===== src/rtl/fld_pkg.sv =====
package fld_pkg;
  typedef enum logic [1:0] {
    ACT_NONE  = 2'b00,
    ACT_IRQ   = 2'b01,
    ACT_RESET = 2'b10,
    ACT_IDLE  = 2'b11
  } lossAction_e;

  // strobes passed from the window datapath to the lock control
  typedef struct packed {
    logic winEnd;
    logic inTol;
  } winResult_t;
endpackage


===== src/rtl/fld_window_dp.sv =====
module fld_window_dp
  import fld_pkg::*;
#(
  parameter int CNT_W = 8,
  parameter int TOL   = 2
) (
  input  logic             clk,
  input  logic             rstN,
  input  logic             refTick,
  input  logic             fbTick,
  input  logic [CNT_W-1:0] termCnt,
  output winResult_t       res
);
  localparam int EXT_W = CNT_W + 2;
  localparam logic [CNT_W-1:0] CNT_MAX = {CNT_W{1'b1}};

  logic [CNT_W-1:0] refCnt;
  logic [CNT_W-1:0] fbCnt;
  logic [EXT_W-1:0] refNext;
  logic [EXT_W-1:0] fbFinal;
  logic [EXT_W-1:0] loBound;
  logic [EXT_W-1:0] hiBound;
  logic             winEnd;
  logic             inTol;

  always_comb begin
    refNext = EXT_W'(refCnt) + EXT_W'(refTick);
    fbFinal = EXT_W'(fbCnt) + EXT_W'(fbTick);
    hiBound = EXT_W'(termCnt) + EXT_W'(TOL);
    if (EXT_W'(termCnt) > EXT_W'(TOL)) loBound = EXT_W'(termCnt) - EXT_W'(TOL);
    else loBound = '0;
    winEnd = refTick && (refNext >= EXT_W'(termCnt));
    inTol  = (fbFinal >= loBound) && (fbFinal <= hiBound);
  end

  always_ff @(posedge clk or negedge rstN) begin
    if (!rstN) begin
      refCnt <= '0;
      fbCnt  <= '0;
    end else if (winEnd) begin
      refCnt <= '0;
      fbCnt  <= '0;
    end else begin
      if (refTick && refCnt != CNT_MAX) refCnt <= refCnt + 1'b1;
      if (fbTick && fbCnt != CNT_MAX) fbCnt <= fbCnt + 1'b1;
    end
  end

  assign res.winEnd = winEnd;
  assign res.inTol  = inTol;

  // a closed window restarts both counts
  a_r1_window_restart: assert property (@(posedge clk) disable iff (!rstN)
    winEnd |=> (refCnt == '0 && fbCnt == '0));
  // without a reference tick the reference count holds
  a_r1_ref_hold: assert property (@(posedge clk) disable iff (!rstN)
    !refTick |=> $stable(refCnt) || refCnt == '0);
endmodule


===== src/rtl/fld_lock_ctrl.sv =====
module fld_lock_ctrl
  import fld_pkg::*;
#(
  parameter int LOCK_WINDOWS = 3
) (
  input  logic       clk,
  input  logic       rstN,
  input  winResult_t res,
  input  logic       modeNormal,
  input  logic [1:0] actionSel,
  input  logic       clrFlag,
  output logic       locked,
  output logic       lossFlag,
  output logic       irqOut,
  output logic       rstReq
);
  localparam int RUN_W = $clog2(LOCK_WINDOWS + 1);
  localparam logic [RUN_W-1:0] RUN_TOP = RUN_W'(LOCK_WINDOWS);

  logic [RUN_W-1:0] goodRun;
  logic             lossEvent;
  logic             lossNormal;
  lossAction_e      act;

  assign act        = lossAction_e'(actionSel);
  assign lossEvent  = res.winEnd && !res.inTol && locked;
  assign lossNormal = lossEvent && modeNormal;

  always_ff @(posedge clk or negedge rstN) begin
    if (!rstN) begin
      goodRun <= '0;
      locked  <= 1'b0;
    end else if (res.winEnd) begin
      if (res.inTol) begin
        if (goodRun < RUN_TOP) goodRun <= goodRun + 1'b1;
        if (goodRun + 1'b1 >= RUN_TOP) locked <= 1'b1;
      end else begin
        goodRun <= '0;
        locked  <= 1'b0;
      end
    end
  end

  always_ff @(posedge clk or negedge rstN) begin
    if (!rstN) begin
      lossFlag <= 1'b0;
      rstReq   <= 1'b0;
    end else begin
      if (lossNormal) lossFlag <= 1'b1;
      else if (clrFlag) lossFlag <= 1'b0;
      rstReq <= lossNormal && (act == ACT_RESET);
    end
  end

  assign irqOut = lossFlag && modeNormal && (act == ACT_IRQ);

  // one bad window while locked withdraws lock
  a_r3_loss_drops_lock: assert property (@(posedge clk) disable iff (!rstN)
    (locked && res.winEnd && !res.inTol) |=> !locked);
  // bypass never raises the flag
  a_r6_bypass_no_set: assert property (@(posedge clk) disable iff (!rstN)
    (!modeNormal && !lossFlag) |=> !lossFlag);
  // flag stays set until a clear strobe
  a_r7_flag_sticky: assert property (@(posedge clk) disable iff (!rstN)
    (lossFlag && !clrFlag) |=> lossFlag);
  // reset request lasts a single cycle
  a_r9_rst_pulse: assert property (@(posedge clk) disable iff (!rstN)
    rstReq |=> !rstReq);
  // reset request only follows a flag-setting event
  a_r9_rst_with_flag: assert property (@(posedge clk) disable iff (!rstN)
    rstReq |-> lossFlag);
endmodule


===== src/rtl/freq_lock_detector.sv =====
module freq_lock_detector
  import fld_pkg::*;
#(
  parameter int CNT_W        = 8,
  parameter int TOL          = 2,
  parameter int LOCK_WINDOWS = 3
) (
  input  logic             clk,
  input  logic             rstN,
  input  logic             refTick,
  input  logic             fbTick,
  input  logic [CNT_W-1:0] termCnt,
  input  logic             modeNormal,
  input  logic [1:0]       actionSel,
  input  logic             clrFlag,
  output logic             locked,
  output logic             lossFlag,
  output logic             irqOut,
  output logic             rstReq
);
  winResult_t winRes;

  fld_window_dp #(.CNT_W(CNT_W), .TOL(TOL)) uDp (
    .clk(clk), .rstN(rstN), .refTick(refTick), .fbTick(fbTick),
    .termCnt(termCnt), .res(winRes)
  );

  fld_lock_ctrl #(.LOCK_WINDOWS(LOCK_WINDOWS)) uCtrl (
    .clk(clk), .rstN(rstN), .res(winRes), .modeNormal(modeNormal),
    .actionSel(actionSel), .clrFlag(clrFlag), .locked(locked),
    .lossFlag(lossFlag), .irqOut(irqOut), .rstReq(rstReq)
  );

  // nothing is reported while held in reset
  always_comb begin
    if (!rstN) a_r10_reset_quiet: assert (!locked && !lossFlag && !rstReq);
  end
endmodule


===== config.mk =====
export PLATFORM = sky130hd
export DESIGN_NAME = freq_lock_detector
export DESIGN_NICKNAME = d
export VERILOG_FILES = /design/src/rtl/fld_pkg.sv /design/src/rtl/fld_window_dp.sv /design/src/rtl/fld_lock_ctrl.sv /design/src/rtl/freq_lock_detector.sv
export SDC_FILE = /design/constraint.sdc
export NUM_CORES = 1
export LEC_CHECK = 0
export BUFFER_PORTS_ARGS = -buffer_cell sky130_fd_sc_hd__buf_2
export CAP_MARGIN = 20
export CORE_MARGIN = 3
export CORE_UTILIZATION = 41
export DETAILED_ROUTE_END_ITERATION = 16
export SETUP_SLACK_MARGIN = 0.3
export SLEW_MARGIN = 20
export SYNTH_ARGS = -nofsm -noshare
export SYNTH_HDL_FRONTEND = slang
export SYNTH_HIERARCHICAL = 1
export SYNTH_SLANG_ARGS = --single-unit

===== constraint.sdc =====
create_clock -name clk -period 3.97 [get_ports clk]
set_input_delay 0.1985 -clock clk [delete_from_list [all_inputs] [get_ports clk]]
set_output_delay 0.1985 -clock clk [all_outputs]
set_load 0.005 [all_outputs]

==> run metrics <==
largest net degree at the start of global routing 22; H-tree levels 1; Area after DPL 0.00232 mm²; clock latency on the worst-skew pair about 0.26 ns; Layout Cells excl Fill between 300 and 400; Logic pwr share a little over half; share of cells above drive strength 1 13.6%; CTS tree yes; syn nets 301; Most Frequent Cell on Critical Path ha_1; CP Buf/Inv Count 0; Peak VDD IR around 0.00017 V; DRC errors left 0; Pre-antenna DRT Iters 4; CTS sink cnt 21; crit-path max cell delay 0.66 ns; Synth top area share 23.7%; Lkg Pwr between 0.001 and 0.0015 µW; GPL Wtd Cong 0.863; number of flops mapped to enable cells by yosys 0; area leader, netlist dfrtp_1; Reg2Reg Launch Point uDp/fbCnt[0]; critical path required time 4.11 ns; Worst Skew approximately 0.0031 ns; Starting DRT DRC Count 30; setup tns final 0 ns; Syn Area/Cell 8.88 µm²; worst slew pin tran about 0.74 ns; worst path arrival time approximately 3.3 ns; max-slew violation count 0; most frequent cells in the layout 35 x ha_1, 21 x dfrtp_1, 20 x nor2_1, 19 x buf_2, 19 x xnor2_1; Rows 26; most common cell after layout, fill and taps aside ha_1; relative slew slack ~51%; Seq pwr share 36.3%; Vias between 1500 and 2000; critical path type register to register; first-pass GRT wire length 7980 µm; Worst setup EP type register; sequential share of the synthesized area between 20% and 30%; CP top delay family compound AO/OA/AOI/OAI gates; Routed WL roughly 4600 µm; Setup crit start kind register; Primary FF master, synth dfrtp_1; worst hold slack about 0.10 ns; clock tree buffer depth 2; switching portion of total power 45.3%; final-stage net count approximately 320; GRT Overall Usage 15.6%; global route overflow 0; Final ANT Viol Nets 0; n_diodes 0; hold wc startpoint actionSel[0]; Yosys warning count 6; critical-path cell list ha_1 -> ha_1 -> nand4_1 -> xnor2_1 -> ha_1 -> and3_1 -> a22oi_1 -> o211ai_1 -> a221oi_1 -> nand4b_1 -> o21ai_0; Die Wd ~80 µm; dpl hpwl 3680 µm; CTS buffer count 3; Die Ht 79.6 µm; flop2flop setup slack 0.85 ns; Sw Pwr about 550 µW; Hold Crit Class input pin to register; WL/cell 13.6 µm; period utilisation layout 78.7%; initial core utilization 42.9%; Finish-stage setup viols 0; Post-synth ARST share 100%; synthesized area between 0.002 and 0.0025 mm²; outcome complete, no violations; clock-pin slew on the worst setup and hold paths 0.08 ns; total die area 0.00634 mm²; minimum clock period approximately 3.1 ns; RSZ-0062 raised after global routing false; number of max-cap violations 0; synthesized flop and latch total 21; Layout Cell Area excl Fill 0.00237 mm²; initial antenna violation count 0; Power per Cell Area 509 mW/mm²; vias in the first global route ~1800; crit-path max FO 5; slowest stage cell, crit path a221oi_1; Vias/cell 5.41; Core Region 0.00517 mm²; Root Driver clkbuf_8; CTS resizes 0; Buffers on Ports 19; # IOs 20; Critical Path Source uDp/fbCnt[0]; dpl cells 330; count of cell types in the netlist 51; Clock Power Share 11.5%; Final Hold Viols 0; Max Fclk 320 MHz; Power Internal between 600 and 700 µW; post-synthesis cell count 250; Layout area overhead 6.93%; leading post-synthesis cells by cell area dfrtp_1 24%, ha_1 20%, xnor2_1 7.5%, nand4_1 4.2%, nand3_1 3.8%
[logic make-up after synthesis]
group	after synthesis	share of synthesized area, %
and+or+nand+nor	96	23.0
AOI/OAI and AO/OA	37	13.4
adders and majority gates	35	19.7
buffers and inverters	29	7.32
xor gates and xnor gates	28	11.0
DFF	21	23.7
muxes	4	1.86
[area by class of cell]
cell class	count	area [µm²]
Multi-Input combinational cell	200	1530
Sequential cell	21	526
Clock buffer	4	45.0
Inverter	19	71.3
Timing Repair Buffer	21	113
Tap cell	70	87.6
Fill cell	495	2800
[registers in the layout (all words and copies together), names as in the netlist]
signal	cells
uCtrl/goodRun	2
uDp/refCnt	8
uCtrl/lossFlag	1
uCtrl/rstReq	1
uDp/fbCnt	8
uCtrl/locked	1
[routing by layer]
metal	vias up	wire [µm]	GRT usage [%]	share of wire, %
met2	33	1960	24.6	43
met1	844	2350	22.1	52
li1	930	-	-	-
met4	0	85	6.01	1.9
met3	6	160	1.35	3.5
met5	-	0	0	0
[synth_stat cells (4+ instances only)]
cell type / count
buf_6: 4
nand4_1: 15
a21o_1: 4
nand3_1: 17
xor2_1: 9
xnor2_1: 19
inv_1: 17
ha_1: 35
nor3_1: 6
nor2_1: 20
nand2_1: 16
dfrtp_1: 21
a21oi_1: 12
[final timing paths]
check                                         to  cells after the start
worst min register to register    uCtrl/lossFlag                      2
min in group asynchronous          uDp/refCnt[2]                      2
max in group asynchronous       uCtrl/goodRun[1]                      2
worst max register to register    uCtrl/lossFlag                     11
worst min-delay path                uCtrl/rstReq                      2
worst max-delay path              uCtrl/lossFlag                     11
[metrics by stage]
| stage | util (%) | setup slack [ns] | total power [µW] |
|---|---|---|---|
| floorplan | - | 1.14 | 946 |
| global placement | 44.8 | 0.820 | 1060 |
| finish | 45.9 | 0.846 | 1210 |
| CTS | 45.9 | 0.877 | 1220 |
| global route | 45.9 | 0.488 | 1350 |
| detailed placement | 44.8 | 0.738 | 1070 |
[what timing repair did]
item / 4_1_cts / 5_1_grt
setup buffers: 0 / 0
hold buffers: 1 / 0
setup endpoints to repair: 0 / 0
endpoints found under the hold margin: 21 / 0
[power groups by stage]
stage | Sequential, µW | Clock [µW] | Combinational (µW)
floorplan | 369 | 0 | 577
global placement | 438 | 0 | 624
detailed placement | 437 | 0 | 633
CTS | 434 | 147 | 639
global route | 459 | 150 | 736
finish | 439 | 139 | 630
(Power assumes the default switching activity.)
